==> config.mk <==
export PLATFORM = sky130hd
export DESIGN_NAME = uart_irq_ident
export DESIGN_NICKNAME = d
export VERILOG_FILES = /design/src/rtl/uart_irq_pkg.sv /design/src/rtl/irq_enable_reg.sv /design/src/rtl/irq_pending.sv /design/src/rtl/irq_prio_enc.sv /design/src/rtl/uart_irq_ident.sv
export SDC_FILE = /design/constraint.sdc
export NUM_CORES = 1
export LEC_CHECK = 0
export ABC_AREA = 1
export BUFFER_PORTS_ARGS = -buffer_cell sky130_fd_sc_hd__buf_2
export CAP_MARGIN = 20
export CORE_MARGIN = 4
export CORE_UTILIZATION = 32
export CTS_BUF_LIST = sky130_fd_sc_hd__clkbuf_16
export CTS_CLUSTER_DIAMETER = 30
export CTS_CLUSTER_SIZE = 16
export DETAILED_ROUTE_END_ITERATION = 6
export PLACE_DENSITY = 0.69
export REMOVE_ABC_BUFFERS = 1
export SLEW_MARGIN = 15
export SYNTH_ARGS = -nofsm -noshare
export SYNTH_HDL_FRONTEND = slang
export SYNTH_SLANG_ARGS = --single-unit
==> constraint.sdc <==
create_clock -name clk -period 0.8 [get_ports clk]
set_input_delay 0.04 -clock clk [delete_from_list [all_inputs] [get_ports clk]]
set_output_delay 0.04 -clock clk [all_outputs]
set_load 0.1 [all_outputs]
==> src/rtl/uart_irq_pkg.sv <==
package uart_irq_pkg;
    localparam int NSRC  = 5;
    localparam int S_LSR = 0;
    localparam int S_RXD = 1;
    localparam int S_TMO = 2;
    localparam int S_TXE = 3;
    localparam int S_MSR = 4;

    localparam int E_RXD = 0;
    localparam int E_TXE = 1;
    localparam int E_LSR = 2;
    localparam int E_MSR = 3;

    typedef logic [3:0] irq_code_t;
    localparam irq_code_t C_LSR  = 4'b0110;
    localparam irq_code_t C_RXD  = 4'b0100;
    localparam irq_code_t C_TMO  = 4'b1100;
    localparam irq_code_t C_TXE  = 4'b0010;
    localparam irq_code_t C_MSR  = 4'b0000;
    localparam irq_code_t C_NONE = 4'b0001;
endpackage

==> src/rtl/irq_enable_reg.sv <==
module irq_enable_reg #(
    parameter int REG_W = 8,
    parameter int ENB_W = 4
) (
    input  logic             clk,
    input  logic             rst_n,
    input  logic             wr,
    input  logic [REG_W-1:0] wdata,
    output logic [ENB_W-1:0] en,
    output logic [REG_W-1:0] rdata
);
    localparam logic [REG_W-1:0] ENB_MASK = REG_W'((1 << ENB_W) - 1);

    typedef struct packed {
        logic [ENB_W-1:0] en;
    } st_t;

    st_t st_d, st_q;

    always_comb begin
        st_d = st_q;
        if (wr) begin
            st_d.en = ENB_W'(wdata & ENB_MASK);
        end
    end

    always_ff @(posedge clk or negedge rst_n) begin
        if (!rst_n) st_q <= '0;
        else        st_q <= st_d;
    end

    assign en    = st_q.en;
    assign rdata = REG_W'(st_q.en);

    // a write shows on the read-back, upper bits zero
    a_r1_write_readback: assert property (@(posedge clk) disable iff (!rst_n)
        wr |=> (rdata[ENB_W-1:0] == $past(wdata[ENB_W-1:0])) &&
               (rdata[REG_W-1:ENB_W] == '0));
endmodule

==> src/rtl/irq_pending.sv <==
module irq_pending #(
    parameter int N = 5
) (
    input  logic         clk,
    input  logic         rst_n,
    input  logic [N-1:0] set,
    input  logic [N-1:0] clr,
    output logic [N-1:0] pend
);
    typedef struct packed {
        logic [N-1:0] pend;
    } st_t;

    st_t st_d, st_q;

    always_comb begin
        st_d = st_q;
        // set wins over clear in the same cycle
        st_d.pend = (st_q.pend & ~clr) | set;
    end

    always_ff @(posedge clk or negedge rst_n) begin
        if (!rst_n) st_q <= '0;
        else        st_q <= st_d;
    end

    assign pend = st_q.pend;

    for (genvar i = 0; i < N; i++) begin : g_chk
        // a lone clear retires the source
        a_r11_clear: assert property (@(posedge clk) disable iff (!rst_n)
            (clr[i] && !set[i]) |=> !pend[i]);
        // a set always leaves the source pending
        a_r10_set_wins: assert property (@(posedge clk) disable iff (!rst_n)
            set[i] |=> pend[i]);
    end
endmodule

==> src/rtl/irq_prio_enc.sv <==
module irq_prio_enc
    import uart_irq_pkg::*;
(
    input  logic [NSRC-1:0] act,
    output irq_code_t       code
);
    always_comb begin
        if      (act[S_LSR]) code = C_LSR;
        else if (act[S_TMO]) code = C_TMO;
        else if (act[S_RXD]) code = C_RXD;
        else if (act[S_TXE]) code = C_TXE;
        else if (act[S_MSR]) code = C_MSR;
        else                 code = C_NONE;
    end
endmodule

==> src/rtl/uart_irq_ident.sv <==
module uart_irq_ident
    import uart_irq_pkg::*;
#(
    parameter int REG_W = 8,
    parameter int ENB_W = 4
) (
    input  logic             clk,
    input  logic             rst_n,
    input  logic             ier_wr,
    input  logic [REG_W-1:0] ier_wdata,
    output logic [REG_W-1:0] ier_rdata,
    input  logic             iir_rd,
    input  logic             thr_wr,
    input  logic [NSRC-1:0]  src_set,
    input  logic [NSRC-1:0]  src_clr,
    output logic [3:0]       iir_code,
    output logic             irq_o
);
    logic [ENB_W-1:0] en;
    logic [NSRC-1:0]  src_en;
    logic [NSRC-1:0]  pend;
    logic [NSRC-1:0]  act;
    logic [NSRC-1:0]  clr_all;
    irq_code_t        code;
    logic             txe_self_clr;

    irq_enable_reg #(.REG_W(REG_W), .ENB_W(ENB_W)) u_enable (
        .clk   (clk),
        .rst_n (rst_n),
        .wr    (ier_wr),
        .wdata (ier_wdata),
        .en    (en),
        .rdata (ier_rdata)
    );

    always_comb begin
        src_en         = '0;
        src_en[S_LSR]  = en[E_LSR];
        src_en[S_RXD]  = en[E_RXD];
        src_en[S_TMO]  = en[E_RXD];
        src_en[S_TXE]  = en[E_TXE];
        src_en[S_MSR]  = en[E_MSR];
    end

    assign txe_self_clr = thr_wr || (iir_rd && (code == C_TXE));

    always_comb begin
        clr_all        = src_clr;
        clr_all[S_TXE] = src_clr[S_TXE] | txe_self_clr;
    end

    irq_pending #(.N(NSRC)) u_pend (
        .clk   (clk),
        .rst_n (rst_n),
        .set   (src_set),
        .clr   (clr_all),
        .pend  (pend)
    );

    assign act = pend & src_en;

    irq_prio_enc u_enc (
        .act  (act),
        .code (code)
    );

    assign iir_code = code;
    assign irq_o    = |act;

    // output and code bit 0 agree
    a_r6_irq_vs_code: assert property (@(posedge clk) disable iff (!rst_n)
        irq_o == !iir_code[0]);
    // line status wins whenever active
    a_r3_lsr_top: assert property (@(posedge clk) disable iff (!rst_n)
        (pend[S_LSR] && en[E_LSR]) |-> (iir_code == C_LSR));
    // a read reporting transmit empty retires it
    a_r9_txe_read_clear: assert property (@(posedge clk) disable iff (!rst_n)
        (iir_rd && (iir_code == C_TXE) && !src_set[S_TXE]) |=> !pend[S_TXE]);
    // a holding register write retires transmit empty
    a_r9_txe_write_clear: assert property (@(posedge clk) disable iff (!rst_n)
        (thr_wr && !src_set[S_TXE]) |=> !pend[S_TXE]);
endmodule

==> impl_metrics.py, run 1 <==
metrics = {
    "sta": {
        "final.setup_skew_ns": 0.00179,
        "period_share_pct": 158,
        "hold_violations": 1,
        "rsz0062_at_grt": "true",
        "setup_tns_ns": -2.98,
        "setup_viol": 12,
        "worst_slack_ns": -0.464,
        "drv_slew": 0,
        "fmax_mhz": 791,
        "fin_crit_ns": 1.26,
        "holdWs_ns": -0.00354,
    },
    "route": {
        "drtIter0Drc": 6,
        "avgViaCountPerCell": 4.19,
        "vias": 457,
        "wl_per_cell_um": 9.93,
        "drt-pass1-iter-count": 2,
        "drt_wl_total_mm": 1.08,
        "ant_nets": 0,
        "drc": 0,
    },
    "yosys": {
        "netlist_top_cells_area": "dfrtp_1 (52%), inv_1 (7.7%), buf_4 (6.9%)",
        "ys_types": 15,
        "avgSynthCellArea_sq_um": 9.10,
        "yosys.area_share.simple_pct": 15.5,
        "synth_xor_area_share_pct": 0,
        "yosysTopAreaCell": "dfrtp_1",
        "synth_warnings": 0,
        "ys_ff_latch": 9,
        "synth_compound_area_share_pct": 12.3,
        "netlist_instances": 48,
        "muxShareOfSynthArea_pct": 5.16,
        "synth_top_area_share_pct": 51.6,
        "ys_seq_area_share_pct": 51.6,
        "synth_adder_area_share_pct": 0,
        "synth_area_sq_um": 437,
        "synth_top_family_by_area": "simple AND/OR/NAND/NOR gates",
    },
    "critical_path": {
        "worstSetupStartpointType": "flop",
        "cp_max_fo": 2,
        "worstSetupPathType": "reg2out",
        "cp.arrival_ns": 1.22,
        "cp-end-kind": "output port",
        "slowest_stage": "dfrtp_1",
        "worstPathCellList": "o21ai_2 -> buf_4 -> nand3_2 -> nand2_2 -> buf_12",
        "crit_path_max_incr_delay_ns": 0.38,
        "critPathRequiredTime_ns": 0.76,
    },
    "worst_hold_path": {
        "hold_class": "in2reg",
    },
    "finish": {
        "areaGrowthSynthToFinish_pct": 122,
        "drive_above_1_share_pct": 56.4,
        "final_cell_area_sq_um": 971,
        "final_cells": 109,
        "final_cell_mix": "buf_2 (18), inv_1 (9), buf_12 (9), dfrtp_1 (9), buf_4 (7)",
        "layout_commonest_cell": "buf_2",
        "fin_nets": 118,
        "diodes": 0,
    },
    "floorplan": {
        "ios": 36,
        "fp.dieH_um": 44.9,
        "die-area_sq_um": 2020,
        "initial_core_util_pct": 33.6,
        "core.rowCount": 13,
        "die_w_um": 44.9,
        "core_area_sq_um": 1300,
    },
    "global_route": {
        "grt_pass1_vias": 432,
        "grt_pass1_wl_mm": 1.76,
        "track_usage_pct": 11.8,
        "gr-total-overflow": 0,
        "antenna_found_initial": 0,
        "grt_max_degree": 10,
    },
    "cts": {
        "clk_latency_ns": 0.23,
        "cts.reportedPaths.clkPinSlew_ns": 0.04,
        "clockBufferDepth": 2,
        "cts_buffers": 3,
        "cts_tree": "built",
        "cts_max_level": 1,
        "cts_root_buf": "clkbuf_16",
        "clkSinkCount": 9,
    },
    "placement": {
        "dpl.cell_count": 100,
        "dpl-instance-area_sq_um": 790,
        "gp_congestion": 0.719,
        "hpwl_um": 834,
        "portBuffers": 27,
    },
    "pwr": {
        "p_leak_nw": 0.513,
        "powerDensity_nw_per_um2": 2440,
        "peakVddDrop_mv": 2.07,
    },
    "outcome": {
        "outcome": "complete, but fails checks",
        "violations": "negative hold slack, negative setup slack",
    },
    "job": {
        "maxCapViolCount": 0,
    },
}
## cell usage after synthesis, drive strengths merged
cell type,count
dfrtp,9
inv,9
nand2,9
buf,4
o21ai,4
o21bai,4
nor2,3
mux2,2
nand3,2
conb,1
nor3b,1
## worst paths after layout
kind	startpoint	end	slack (ns)	cells after the start
min in group asynchronous	rst_n	u_enable.en[0]	0.18	2
setup reg to reg	u_pend.pend[2]	u_pend.pend[3]	-0.17	5
hold reg to reg	u_pend.pend[0]	u_pend.pend[0]	0.53	2
max in group asynchronous	rst_n	u_pend.pend[0]	0.44	2
hold / removal	src_set[3]	u_pend.pend[3]	-0.004	3
setup / recovery	u_pend.pend[2]	iir_code[1]	-0.46	5
## where the power goes
| part | total, W | internal, W | switching (W) |
|---|---|---|---|
| Sequential | 0.000520 | 0.000494 | 0.0000259 |
| Combinational | 0.000994 | 0.000372 | 0.000622 |
| Clock | 0.000854 | 0.000652 | 0.000202 |
## state kept, by name, summed over array words and instances (netlist names)
name         count
u_enable.en      4
u_pend.pend      5
## cell families after synthesis
group / Yosys count
simple gates: 15
other cells: 1
buf+inv: 13
mux: 2
flops: 9
compound gates: 8
## stage by stage
step | util [%] | total power, W | setup slack (ns)
2_1_floorplan | - | 0.00106 | -2.29
3_3_place_gp | 60.7 | 0.00144 | -0.245
3_5_place_dp | 60.7 | 0.00145 | -0.276
4_1_cts | 73.9 | 0.00239 | -0.480
5_1_grt | 74.6 | 0.00247 | -0.529
6_report | 74.6 | 0.00237 | -0.464
## critical path, delay by kind of cell, from the launching register on
family,cells,cell delay (ns)
flops,1,0.38
buf+inv,2,0.31
compound gates,1,0.17
simple gates,2,0.14
## layout make-up
class,count,area [sq um]
fill,92,330
clock buffer,3,75.1
tap,15,18.8
sequential,9,225
timing repair buffer,43,418
inverter,9,33.8
clock inverter,1,3.75
multi-input combinational,29,196
## routing by layer
layer,vias up,part of all wire [%],GRT usage (%)
met4,0,0,3.51
li1,232,-,-
met3,0,9.1,4.78
met1,202,40,14.1
met2,23,51,19.5
met5,-,0,0
## what timing repair did
action / 4_1_cts / 5_1_grt
hold buffers: 5 / 0
resized for setup: 13 / 3
pin swaps: 5 / 5
setup endpoints to repair: 12 / 13
buffers inserted: 1 / 0
hold endpoints to repair: 13 / 0
(Power assumes the default switching activity.)
==> run 2: changes to the inputs <==
--- a/config.mk
+++ b/config.mk
@@ -6,15 +6,14 @@
 export NUM_CORES = 1
 export LEC_CHECK = 0
 export ABC_AREA = 1
-export BUFFER_PORTS_ARGS = -buffer_cell sky130_fd_sc_hd__buf_2
 export CAP_MARGIN = 20
-export CORE_MARGIN = 4
-export CORE_UTILIZATION = 32
+export CORE_AREA = 4 4 41 43
 export CTS_BUF_LIST = sky130_fd_sc_hd__clkbuf_16
 export CTS_CLUSTER_DIAMETER = 30
-export CTS_CLUSTER_SIZE = 16
 export DETAILED_ROUTE_END_ITERATION = 6
-export PLACE_DENSITY = 0.69
+export DIE_AREA = 0 0 45 47
+export DONT_BUFFER_PORTS = 1
+export PLACE_DENSITY = 0.46
 export REMOVE_ABC_BUFFERS = 1
 export SLEW_MARGIN = 15
 export SYNTH_ARGS = -nofsm -noshare
==> run 2 against run 1 <==
Effect of this change: the flow finishes with violations (negative setup slack); final area rose by 6.8%; first-iteration DRC count fell by 50%; via count rose by 1.3%.
==> impl_metrics.py, run 2 (synthesized netlist as in run 1, its figures left out) <==
metrics = {
    "cts": {
        "clk_latency_ns": 0.23,
        "clockBufferDepth": 2,
        "cts_tree": "built",
        "cts_buffers": 3,
        "clkSinkCount": 9,
        "cts.reportedPaths.clkPinSlew_ns": 0.04,
        "cts_root_buf": "clkbuf_16",
        "cts_max_level": 1,
    },
    "pwr": {
        "p_leak_nw": 0.520,
        "powerDensity_nw_per_um2": 2330,
        "peakVddDrop_mv": 1.49,
    },
    "global_route": {
        "gr-total-overflow": 0,
        "track_usage_pct": 13.2,
        "grt_pass1_wl_mm": 1.94,
        "antenna_found_initial": 0,
        "grt_max_degree": 10,
        "grt_pass1_vias": 480,
    },
    "floorplan": {
        "die_w_um": 45,
        "core_area_sq_um": 1300,
        "die-area_sq_um": 2120,
        "initial_core_util_pct": 33.6,
        "ios": 36,
        "core.rowCount": 13,
        "fp.dieH_um": 47,
    },
    "placement": {
        "dpl-instance-area_sq_um": 592,
        "portBuffers": 0,
        "hpwl_um": 875,
        "dpl.cell_count": 79,
        "pre_cts_slack_ns": -0.298,
        "gp_congestion": 0.768,
    },
    "route": {
        "wl_per_cell_um": 12.8,
        "avgViaCountPerCell": 4.37,
        "drt-pass1-iter-count": 4,
        "drc": 0,
        "vias": 463,
        "drtIter0Drc": 3,
        "drt_wl_total_mm": 1.36,
        "ant_nets": 0,
    },
    "finish": {
        "final_cells": 106,
        "diodes": 0,
        "utilization_pct": 79.7,
        "layout_commonest_cell": "dlygate4sd3_1",
        "areaGrowthSynthToFinish_pct": 138,
        "drive_above_1_share_pct": 44.0,
        "largest_reg_flops": 5,
        "fin_nets": 115,
        "final_cell_mix": "dlygate4sd3_1 (16), dfrtp_1 (9), inv_1 (8), buf_6 (8), buf_12 (8)",
        "final_cell_area_sq_um": 1040,
    },
    "critical_path": {
        "worstSetupPathType": "reg2out",
        "cp-end-kind": "output port",
        "cp_max_fo": 2,
        "worstSetupStartpointType": "flop",
        "critPathRequiredTime_ns": 0.76,
        "cp.arrival_ns": 1.26,
    },
    "sta": {
        "rsz0062_at_grt": "true",
        "period_share_pct": 162,
        "setup_viol": 12,
        "final.setup_skew_ns": 0.00361,
        "setup_tns_ns": -3.47,
        "fin_crit_ns": 1.30,
        "drv_slew": 0,
        "worst_slack_ns": -0.496,
        "hold_violations": 0,
        "fmax_mhz": 772,
    },
    "outcome": {
        "outcome": "complete, but fails checks",
        "violations": "negative setup slack",
    },
    "worst_hold_path": {
        "hold_class": "in2reg",
    },
    "job": {
        "maxCapViolCount": 0,
    },
}
[run 2: cell types whose count changed in the layout (fill, tap and decap cells not counted), sizes merged]
cell / before / now
buf: 38 / 23
dlygate4sd3: 5 / 16
dlymetal6s4s: 0 / 1
[run 2: area by class of cell]
cell class	count	area [sq um]
Timing Repair Buffer	40	475
Fill cell	86	264
Sequential cell	9	225
Multi-Input combinational cell	29	205
Clock buffer	3	75.1
Inverter	9	33.8
Tap cell	15	18.8
Clock inverter	1	3.75
[run 2: through the flow]
step	hold slack (ns)	total power (W)
3_5_place_dp	-0.255	0.00125
5_1_grt	0.107	0.00250
3_3_place_gp	-0.255	0.00124
6_report	0.0655	0.00242
4_1_cts	0.0660	0.00236
2_1_floorplan	-0.256	0.00106
[run 2: path summary, 6_finish.rpt]
check / startpoint / endpoint / slack (ns) / cells past startpoint
worst max register to register: u_enable.en[2] / u_enable.en[2] / -0.26 / 3
max in group asynchronous: rst_n / u_enable.en[3] / 0.34 / 1
worst max-delay path: u_pend.pend[2] / iir_code[1] / -0.50 / 5
min in group asynchronous: rst_n / u_enable.en[1] / 0.17 / 1
worst min-delay path: iir_rd / u_pend.pend[3] / 0.07 / 5
worst min register to register: u_pend.pend[1] / u_pend.pend[1] / 0.55 / 2
[run 2: power by group]
| group | internal [W] | switching (W) |
|---|---|---|
| clock network | 0.000652 | 0.000205 |
| registers | 0.000494 | 0.0000297 |
| logic | 0.000401 | 0.000637 |
[run 2: timing repair]
action                     in CTS  in global routing
buffers inserted                3                  4
hold endpoints to repair       18                  0
gates resized for setup        26                 15
setup endpoints to repair      12                 14
hold buffers                   17                  0
pin swaps                       5                  6
[run 2: metal layers]
metal  track usage, %  vias up  wire (um)
li1                 -      224          -
met5                0        -          0
met2             26.6       26        746
met4             3.51        0          6
met1             11.7      211        462
met3             5.75        2        143
[run 2: critical path: stages, from the launching register on]
cell	delay [ns]
dfrtp_1	0.38
o21ai_2	0.17
buf_4	0.15
nand3_2	0.07
nand2_2	0.08
buf_12	0.17
==> run 3: changes to the inputs <==
--- a/config.mk
+++ b/config.mk
@@ -13,9 +13,11 @@
 export DETAILED_ROUTE_END_ITERATION = 6
 export DIE_AREA = 0 0 45 47
 export DONT_BUFFER_PORTS = 1
-export PLACE_DENSITY = 0.46
+export PLACE_DENSITY = 0.55
 export REMOVE_ABC_BUFFERS = 1
 export SLEW_MARGIN = 15
 export SYNTH_ARGS = -nofsm -noshare
 export SYNTH_HDL_FRONTEND = slang
+export SYNTH_HIERARCHICAL = 1
 export SYNTH_SLANG_ARGS = --single-unit
+export TNS_END_PERCENT = 1
==> run 3 against run 2 <==
Effect of this change: the run still ends with negative setup slack left; sequential share of layout area increased by 0.93 points; via count increased by 21%; sequential power decreased by 0.8%; maximum frequency decreased by 4.7%; synthesized cell count increased by 73%; non-clock buffer count decreased by 10; critical path depth increased by 2; cell count increased by 20%; combinational power decreased by 6%; die area unchanged; first-iteration DRC count increased by 130%; hold slack got worse by 0.031 ns; critical endpoint unchanged; largest power group unchanged; highest routed layer unchanged.
==> impl_metrics.py, run 3 <==
metrics = {
    "outcome": {
        "outcome": "complete, but fails checks",
        "violations": "negative setup slack",
    },
    "sta": {
        "hold_violations": 0,
        "period_share_pct": 170,
        "worst_slack_ns": -0.559,
        "fmax_mhz": 736,
        "setup_viol": 13,
        "fin_crit_ns": 1.36,
        "final.setup_skew_ns": 0.00103,
        "setup_tns_ns": -3.43,
        "drv_slew": 0,
        "rsz0062_at_grt": "true",
    },
    "yosys": {
        "async_flop_share_pct": 100,
        "synth_top_family_by_area": "simple AND/OR/NAND/NOR gates",
        "yosysTopAreaCell": "dfrtp_1",
        "synth_top_area_share_pct": 41.4,
        "avgSynthCellArea_sq_um": 6.56,
        "muxShareOfSynthArea_pct": 0,
        "synth_edf_count": 0,
        "ys_types": 10,
        "ys_seq_area_share_pct": 41.4,
        "ys_ff_latch": 9,
        "yosysMostFrequentCell": "nand2_1",
        "synth_adder_area_share_pct": 0,
        "netlist_instances": 83,
        "synth_xor_area_share_pct": 0,
        "synth_compound_area_share_pct": 0,
        "synth_warnings": 6,
        "netlist_top_cells_area": "dfrtp_1 (41%), nand2_1 (23%), inv_1 (14%)",
        "synth_flop_cell": "dfrtp_1",
        "yosys.area_share.simple_pct": 31.7,
        "synth_area_sq_um": 544,
        "synth_common_cells": "nand2_1 (34), inv_1 (20), dfrtp_1 (9)",
    },
    "critical_path": {
        "path_depth": 7,
        "path_buf_inv": 3,
        "crit_path_max_incr_delay_ns": 0.40,
        "cpMostUsedCell": "nand2_2",
        "rr_endpoint": "u_pend/pend[3]",
        "crit_family": "flip-flops",
        "worstSetupPathType": "reg2out",
        "cp-end-kind": "output port",
        "slowest_stage": "dfrtp_1",
        "worstPathCellList": "nand2_1 -> inv_2 -> nor2_4 -> nand2_2 -> nand2_2 -> buf_6 -> buf_12",
        "worstSetupStartpointType": "flop",
        "critPathRequiredTime_ns": 0.76,
        "cp_max_fo": 3,
        "r2r_start": "u_enable/en[0]",
        "r2r_slack_ns": -0.49,
        "cp.arrival_ns": 1.32,
        "reg2regPathDepth": 12,
    },
    "cts": {
        "cts_tree": "built",
        "cts_max_level": 1,
        "clockBufferDepth": 2,
        "cts_buffers": 3,
        "cts.reportedPaths.clkPinSlew_ns": 0.04,
        "clk_latency_ns": 0.23,
        "clkSinkCount": 9,
        "cts_root_buf": "clkbuf_16",
    },
    "route": {
        "drt-pass1-iter-count": 2,
        "drc": 0,
        "ant_nets": 0,
        "drt_wl_total_mm": 1.45,
        "wl_per_cell_um": 11.4,
        "avgViaCountPerCell": 4.41,
        "vias": 560,
        "drtIter0Drc": 7,
    },
    "finish": {
        "areaGrowthSynthToFinish_pct": 82.8,
        "diodes": 0,
        "utilization_pct": 76.4,
        "largest_reg_flops": 5,
        "final_cell_mix": "nand2_1 (28), inv_1 (19), dlygate4sd3_1 (14), dfrtp_1 (9), buf_12 (6)",
        "layout_commonest_cell": "nand2_1",
        "fin_nets": 136,
        "drive_above_1_share_pct": 29.5,
        "final_cell_area_sq_um": 995,
    },
    "job": {
        "maxCapViolCount": 0,
    },
    "floorplan": {
        "die-area_sq_um": 2120,
        "die_w_um": 45,
        "fp.dieH_um": 47,
        "core_area_sq_um": 1300,
        "ios": 36,
        "core.rowCount": 13,
        "initial_core_util_pct": 41.8,
    },
    "pwr": {
        "powerDensity_nw_per_um2": 2380,
        "power.share.clock_pct": 36.7,
        "p_switching_w": 0.000899,
        "combPwrFrac_pct": 41.3,
        "p_sw_share_pct": 38.0,
        "p_leak_nw": 0.578,
        "p_int_w": 0.00147,
        "peakVddDrop_mv": 2.46,
        "seq_power_share_pct": 22.0,
    },
    "global_route": {
        "grt_pass1_vias": 551,
        "grt_max_degree": 10,
        "antenna_found_initial": 0,
        "gr-total-overflow": 0,
        "grt_pass1_wl_mm": 2.40,
        "track_usage_pct": 15.8,
    },
    "worst_hold_path": {
        "hold_depth": 5,
        "hold_class": "in2reg",
        "min_from": "src_clr[3]",
        "min_to": "u_pend/pend[3]",
    },
    "placement": {
        "portBuffers": 0,
        "hpwl_um": 855,
        "dpl-instance-area_sq_um": 642,
        "gp_congestion": 0.772,
    },
}
[run 3: worst reg2reg max path, cell delays in order, from the launching register on]
cell,delay [ns]
dfrtp_1,0.40
nand2_1,0.08
inv_2,0.06
nor2_4,0.13
nand2_2,0.08
nand2_2,0.08
inv_1,0.04
nor2_1,0.07
nand3_1,0.07
nand2_1,0.06
inv_1,0.03
nand2_1,0.04
nand2_1,0.04
[run 3: worst max path at each step]
| stage | startpoint | to | slack [ns] |
|---|---|---|---|
| 5_1_grt | u_enable/en[0] | iir_code[1] | -0.62 |
| 2_1_floorplan | u_enable/en[0] | u_pend/pend[3] | -2.19 |
| 6_report | u_enable/en[0] | iir_code[1] | -0.56 |
| 3_3_place_gp | u_enable/en[0] | u_pend/pend[3] | -0.42 |
| 3_5_place_dp | u_enable/en[0] | u_pend/pend[3] | -0.45 |
| 4_1_cts | u_enable/en[0] | iir_code[1] | -0.51 |
[run 3: area by class of cell]
cell class                      instances  area [sq um]
Clock buffer                            3          75.1
Fill cell                              88           307
Multi-Input combinational cell         47           230
Clock inverter                          1          3.75
Sequential cell                         9           225
Tap cell                               15          18.8
Inverter                               22          82.6
Timing Repair Buffer                   30           359
[run 3: cell families (layout without fill, tap and decap cells)]
logic type | Yosys count | in the layout
buffers and inverters | 30 | 56
AND/OR/NAND/NOR | 43 | 43
flip-flops | 9 | 9
other | 1 | 4
[run 3: routing by layer]
metal  vias up  track usage (%)  wire, um  part of all wire, %
li1        273                -         -                    -
met1       252             16.7       525                   36
met2        29             29.4       759                   52
met3         6             3.07       113                  7.8
met4         0             8.77        48                  3.3
met5         -                0         0                    0
[run 3: repair_timing]
item                       in CTS  in global routing
setup endpoints to repair      14                 14
pin swaps                       2                  6
hold buffers                   15                  0
cloned                          0                  0
resized for setup              23                 11
hold endpoints to repair       18                  0
setup buffers                   0                  0
[run 3: metrics by stage]
stage / hold WS [ns] / power (W) / instances / setup slack [ns]
after floorplan: -0.256 / 0.00110 / 78 / -2.19
final: 0.0347 / 0.00237 / 127 / -0.559
after global placement: -0.255 / 0.00126 / 108 / -0.422
after global routing: 0.0828 / 0.00247 / 127 / -0.618
after detailed placement: -0.255 / 0.00126 / 108 / -0.447
after CTS: 0.0401 / 0.00233 / 127 / -0.510
[run 3: power by group through the flow]
stage                     clock network (W)  logic [W]  registers (W)
final                              0.000869   0.000979       0.000520
after global routing               0.000911    0.00103       0.000524
after CTS                          0.000873   0.000940       0.000517
after detailed placement                  0   0.000747       0.000518
after global placement                    0   0.000741       0.000517
after floorplan                           0   0.000445       0.000651
